File: config.mk
export PLATFORM = sky130hd
export DESIGN_NAME = seg_xlate
export DESIGN_NICKNAME = d
export VERILOG_FILES = /design/src/rtl/seg_xlate.sv
export SDC_FILE = /design/constraint.sdc
export NUM_CORES = 1
export LEC_CHECK = 0
export CORE_MARGIN = 8
export CORE_UTILIZATION = 24
export CTS_BUF_LIST = sky130_fd_sc_hd__clkbuf_8
export DETAILED_ROUTE_END_ITERATION = 10
export PLACE_DENSITY_LB_ADDON = 0.3
export SYNTH_ARGS = -nofsm -noshare
export SYNTH_HDL_FRONTEND = slang
export SYNTH_SLANG_ARGS = --single-unit
File: constraint.sdc
create_clock -name clk -period 6.5 [get_ports clk]
set_input_delay 1.625 -clock clk [delete_from_list [all_inputs] [get_ports clk]]
set_output_delay 1.625 -clock clk [all_outputs]
set_load 0.05 [all_outputs]
File: src/rtl/seg_xlate.sv
module seg_xlate #(
  parameter int NSEG    = 6,
  parameter int CS_SLOT = 1,
  parameter int SLOT_W  = 3
) (
  input  logic              clk,
  input  logic              rst_n,
  input  logic              ld_en,
  input  logic [SLOT_W-1:0] ld_seg,
  input  logic [15:0]       ld_sel,
  input  logic [31:0]       gtbl_base,
  input  logic [15:0]       gtbl_lim,
  input  logic [31:0]       ltbl_base,
  input  logic [15:0]       ltbl_lim,
  output logic              rd_req,
  output logic [31:0]       rd_addr,
  input  logic              rd_ack,
  input  logic [31:0]       rd_data,
  output logic              busy,
  output logic              ld_done,
  output logic [1:0]        ld_code,
  input  logic [SLOT_W-1:0] xl_seg,
  input  logic [31:0]       xl_off,
  output logic [31:0]       xl_lin,
  output logic [1:0]        xl_code,
  output logic [1:0]        cpl
);
  localparam int SLOTS = 1 << SLOT_W;

  typedef enum logic [1:0] {S_IDLE, S_LO, S_HI} st_t;
  st_t st;

  logic [SLOT_W-1:0] p_seg;
  logic [1:0]        p_rpl;
  logic [31:0]       p_addr, lo_q;

  logic [31:0] sh_base [SLOTS];
  logic [31:0] sh_elim [SLOTS];
  logic [1:0]  sh_dpl  [SLOTS];
  logic [1:0]  sh_rpl  [SLOTS];
  logic        sh_ok   [SLOTS];

  wire [12:0] idx     = ld_sel[15:3];
  wire        ti      = ld_sel[2];
  wire [31:0] tbase   = ti ? ltbl_base : gtbl_base;
  wire [15:0] tlim    = ti ? ltbl_lim : gtbl_lim;
  wire        is_null = (idx == 13'd0) && !ti;
  wire        over    = {idx, 3'b111} > tlim;
  wire        ld_slot = {1'b0, ld_seg} < (SLOT_W+1)'(NSEG);
  wire        xl_slot = {1'b0, xl_seg} < (SLOT_W+1)'(NSEG);

  wire [19:0] f_lim  = {rd_data[19:16], lo_q[15:0]};
  wire [31:0] f_base = {rd_data[31:24], rd_data[7:0], lo_q[31:16]};
  wire [31:0] f_elim = rd_data[23] ? {f_lim, 12'hFFF} : {12'h000, f_lim};

  assign busy    = (st != S_IDLE);
  assign rd_req  = busy;
  assign rd_addr = (st == S_HI) ? p_addr + 32'd4 : p_addr;
  assign cpl     = sh_rpl[CS_SLOT];

  always_ff @(posedge clk or negedge rst_n) begin
    if (!rst_n) begin
      st      <= S_IDLE;
      ld_done <= 1'b0;
      ld_code <= 2'b00;
      p_seg   <= '0;
      p_rpl   <= 2'b00;
      p_addr  <= 32'd0;
      lo_q    <= 32'd0;
      for (int i = 0; i < SLOTS; i++) begin
        sh_base[i] <= 32'd0;
        sh_elim[i] <= 32'd0;
        sh_dpl[i]  <= 2'b00;
        sh_rpl[i]  <= 2'b00;
        sh_ok[i]   <= 1'b0;
      end
    end else begin
      ld_done <= 1'b0;
      case (st)
        S_IDLE: if (ld_en) begin
          if (!ld_slot || (!is_null && over)) begin
            ld_done <= 1'b1;
            ld_code <= 2'b01;
          end else if (is_null) begin
            sh_ok[ld_seg]  <= 1'b0;
            sh_rpl[ld_seg] <= ld_sel[1:0];
            ld_done        <= 1'b1;
            ld_code        <= 2'b00;
          end else begin
            st     <= S_LO;
            p_seg  <= ld_seg;
            p_rpl  <= ld_sel[1:0];
            p_addr <= tbase + {16'd0, idx, 3'b000};
          end
        end
        S_LO: if (rd_ack) begin
          lo_q <= rd_data;
          st   <= S_HI;
        end
        S_HI: if (rd_ack) begin
          st      <= S_IDLE;
          ld_done <= 1'b1;
          if (!rd_data[15]) ld_code <= 2'b10;
          else begin
            ld_code        <= 2'b00;
            sh_base[p_seg] <= f_base;
            sh_elim[p_seg] <= f_elim;
            sh_dpl[p_seg]  <= rd_data[14:13];
            sh_rpl[p_seg]  <= p_rpl;
            sh_ok[p_seg]   <= 1'b1;
          end
        end
        default: st <= S_IDLE;
      endcase
    end
  end

  wire [1:0] x_rpl = sh_rpl[xl_seg];
  wire [1:0] eff   = (cpl > x_rpl) ? cpl : x_rpl;

  assign xl_lin  = sh_base[xl_seg] + xl_off;
  assign xl_code = (!xl_slot || !sh_ok[xl_seg]) ? 2'b01 :
                   (eff > sh_dpl[xl_seg])       ? 2'b11 :
                   (xl_off > sh_elim[xl_seg])   ? 2'b01 : 2'b00;


  hi_addr_chk: assert property (@(posedge clk) disable iff (!rst_n)
    (rd_req && $past(rd_req) && $past(rd_ack)) |-> rd_addr == $past(rd_addr) + 32'd4);


  busy_start_chk: assert property (@(posedge clk) disable iff (!rst_n)
    $rose(busy) |-> $past(ld_en));


  done_pulse_chk: assert property (@(posedge clk) disable iff (!rst_n)
    ld_done |=> !ld_done);


  no_fetch_chk: assert property (@(posedge clk) disable iff (!rst_n)
    (ld_done && ld_code == 2'b01) |-> !$past(busy));


  cpl_change_chk: assert property (@(posedge clk) disable iff (!rst_n)
    !$stable(cpl) |-> ld_done);
endmodule

==> results.tsv <==
metric	value	unit
core footprint	0.1333	mm²
CTS tree	done	
Clk Latency, worst-skew pair	820	ps
VDD IR-drop max	190.4	µV
initial DRC count	1890	
cells after synthesis	3229	
internal reg-to-reg setup slack	2840	ps
sink of the worst hold path	sh_elim[161]	
initial antenna violation count	15	
YS warnings	0	
synth unique cells	78	
vias	25233	
post-route cell area	0.04175	mm²
clk_skew	69.75	ps
Total Wirelength	110500	µm
GR Util All Layers	14.87	%
TritonRoute pass-1 iters	5	
CP Data Arrival Time	5080	ps
Hold Path Depth	2	
floorplan row count	134	
violated checks	setup timing	
Static Leak	0.01956	µW
WL per Instance	20.23	µm
r2r startpoint	st[1]	
CP bufs+invs	6	
Die Y	382.3	µm
most frequent CP cell	buf_12	
worst setup margin	-203.8	ps
Setup WS pre-CTS	-437.4	ps
ys async rst share	100.0	%
Port Buf Inserts	258	
worst-margin pin slew	1155	ps
worst-path cell chain	buf_16, buf_12, mux4_2, mux2_4, ha_4, inv_2, fa_2, nor2b_4, o31a_1, o21bai_4, buf_6, a2111oi_4, buf_4, o211ai_4, a21oi_4, or4_1, nand4_1, buf_12	
Crit Path Max Fanout	7	
Fin. Hold Viols	0	
Post-Syn Area per Cell	9.972	µm²
IO Count	259	
post-DR vias/cell	4.620	
Hold-fix buffers, CTS	0	
type of the most critical hold path	reg -> reg	
min cycle time layout	6704	ps
critical path's slowest cell	mux4_2	
Max Root-Sink Buffers	3	
Crit. End Element	output port	
die area	0.1461	mm²
Reg clk slew, reported paths	60	ps
gpl congestion	0.8434	
# nets final	3882	
Initial Util	24.16	%
Die W	382.3	µm
unrepaired setup endpoints after global routing	yes	
Worst Path Required	4880	ps
FMAX	0.1492	GHz
share of cells above drive strength 1	21.90	%
final HPWL from detailed placement	75180	µm
reg2reg end	sh_elim[56]	
clock sink count	624	
antenna-violating nets left	0	
area grow syn2layout	29.66	%
CTS Buf Count	109	
Seq cells post-synth	624	
Max Transition Viols Final	0	
DRC errors left	0	
number of max-cap violations	0	
register area share after synthesis	48.50	%
CP Launch Type	primary input	
Clock H-tree levels	3	
min-delay src	sh_elim[161]	
largest net degree at the start of global routing	161	
leading register cell type out of synthesis	dfrtp_1	
global-route wire length before repair	167400	µm
Max-slew headroom	22.98	%
max incr delay on CP	490	ps
Tcrit/Tclk final	103.1	%
Largest delay share family, worst path	compound AO/OA/AOI/OAI gates	
final setup violation count	10	
vias in the first global route	26044	
syn nets	3512	
dpl cell area	0.03824	mm²
Post-synth EDFFs	0	
R2R cell count	7	
power per cell area	403.0	mW/mm²
gr ovfl total	0	
CTS root buffer	clkbuf_8	
Synth Cell Area	0.03220	mm²
status	finished with violations	
Setup CP Type	in -> out	
## cell type report
type	count	area, µm²
Clock buffer	141	1941
Timing Repair Buffer	487	5115
Multi-Input combinational cell	2344	16280
Tap cell	1768	2212
Antenna cell	5	12.51
Sequential cell	624	15620
Inverter	33	123.9
Fill cell	13683	91540
Clock inverter	60	451.7
## logic make-up (layout without fill, tap and decap cells)
logic type / after synthesis / count (layout) / share of synthesized area [%]
flip-flops: 624 / 624 / 48.50
multiplexers: 344 / 344 / 16.54
adder cells (fa/ha/maj): 97 / 97 / 3.816
other: 0 / 5 / 0
XOR/XNOR: 74 / 74 / 2.013
buffers and inverters: 261 / 721 / 3.252
AO/OA/AOI/OAI: 519 / 519 / 9.326
AND/OR/NAND/NOR: 1310 / 1310 / 16.56
## sequential cells by signal (all words and copies together), names as in the netlist
name / count
lo_q: 32
sh_rpl: 14
p_rpl: 2
sh_ok: 6
cpl: 2
p_addr: 32
ld_done: 1
sh_base: 256
st: 2
sh_elim: 256
sh_dpl: 16
ld_code: 2
p_seg: 3
## repair_timing
action	CTS	global route
endpoints found under the setup margin	20	19
buffers inserted	14	20
gates cloned	2	2
resized for setup	75	68
pin swaps	26	45
endpoints found under the hold margin	0	0
## metrics by stage
| stage | power, µW | util (%) | std cells | hold WS, ps | TNS, ps |
|---|---|---|---|---|---|
| after CTS | 16890 | 30.93 | 5436 | 473.1 | -1757 |
| final | 16820 | 31.32 | 5462 | 472.6 | -991.9 |
| after floorplan | 9843 | - | 3229 | 440.5 | -124.3 |
| after detailed placement | 12670 | 28.69 | 5220 | 458.3 | -4950 |
| after global routing | 17880 | 31.32 | 5460 | 485.0 | -2030 |
| after global placement | 12580 | 28.69 | 5220 | 453.5 | -5041 |
## worst reg2reg max path, cell delays in order, from the launching register on
cell and delay, ps:
dfrtp_1 450, nor2b_1 560, buf_4 300, nand3_1 540, or3_4 870, buf_4 520
nand2_1 210, o21ai_0 90
## per-layer routing
metal / vias up / share of wire (%) / wire length (µm) / global-route usage, %
li1: 11843 / - / - / -
met1: 12421 / 44 / 48230 / 19.66
met2: 795 / 46 / 50620 / 23.75
met3: 164 / 8.4 / 9305 / 4.640
met4: 10 / 2.0 / 2263 / 3.542
met5: - / 0.062 / 69 / 0
## power breakdown
part | total [µW] | internal [µW] | switching (µW) | leakage (µW)
Combinational | 6640 | 3080 | 3570 | 0.00978
Clock | 3930 | 2160 | 1770 | 0.00137
Sequential | 6240 | 5240 | 1010 | 0.00841
Total | 16800 | 10500 | 6340 | 0.0196
## worst max path at each step
| stage | startpoint | endpoint | cells past startpoint |
|---|---|---|---|
| 5_1_grt | xl_seg[0] | xl_lin[28] | 16 |
| 6_report | xl_seg[0] | xl_lin[28] | 18 |
| 4_1_cts | xl_seg[0] | xl_lin[18] | 16 |
| 3_5_place_dp | xl_seg[0] | xl_lin[18] | 16 |
| 3_3_place_gp | xl_seg[0] | xl_code[0] | 16 |
| 2_1_floorplan | xl_seg[0] | xl_lin[28] | 15 |
## Yosys cell counts (4+ instances only)
cell type,number,area [µm²]
a2111oi_0,5,43.79
a21o_1,34,255.2
a21oi_1,49,245.2
a31o_2,4,35.03
a31oi_1,10,62.56
and2_1,5,31.28
and3_1,18,112.6
buf_1,11,41.29
buf_2,30,150.1
buf_4,6,45.04
clkbuf_1,180,675.7
dfrtp_1,624,15610
ha_1,95,1189
inv_1,33,123.9
mux2_1,8,90.09
mux2_2,126,1419
mux2i_1,73,730.7
mux4_2,137,3085
nand2_1,1078,4046
nand2b_1,8,50.05
nand3_1,43,215.2
nand3b_1,7,52.55
nand4_1,21,131.4
nor2_1,67,251.5
nor2b_1,18,112.6
nor3_1,10,50.05
o2111ai_1,5,43.79
o211ai_1,6,45.04
o21a_1,14,105.1
o21ai_0,323,1617
o21ai_1,9,45.04
o21bai_1,4,30.03
o22a_1,5,43.79
o22ai_1,16,100.1
o31ai_1,4,30.03
or2_2,4,25.02
or3_1,5,31.28
or3b_2,5,43.79
or4_1,4,30.03
xnor2_1,50,437.9
xor2_1,24,210.2
## cell usage in the layout (no fill, tap or decap), types with 46 or more instances in the layout
cell	synthesis	layout
xnor2_1	50	46
mux2_2	126	114
nand2_1	1078	1070
clkdlybuf4s50_1	0	218
dfrtp_1	624	624
mux2i_1	73	72
buf_12	0	55
ha_1	95	78
nor2_1	67	55
clkbuf_8	0	141
buf_4	6	187
o21ai_0	323	318
mux4_2	137	137
inv_1	33	68
(Power assumes the default switching activity.)
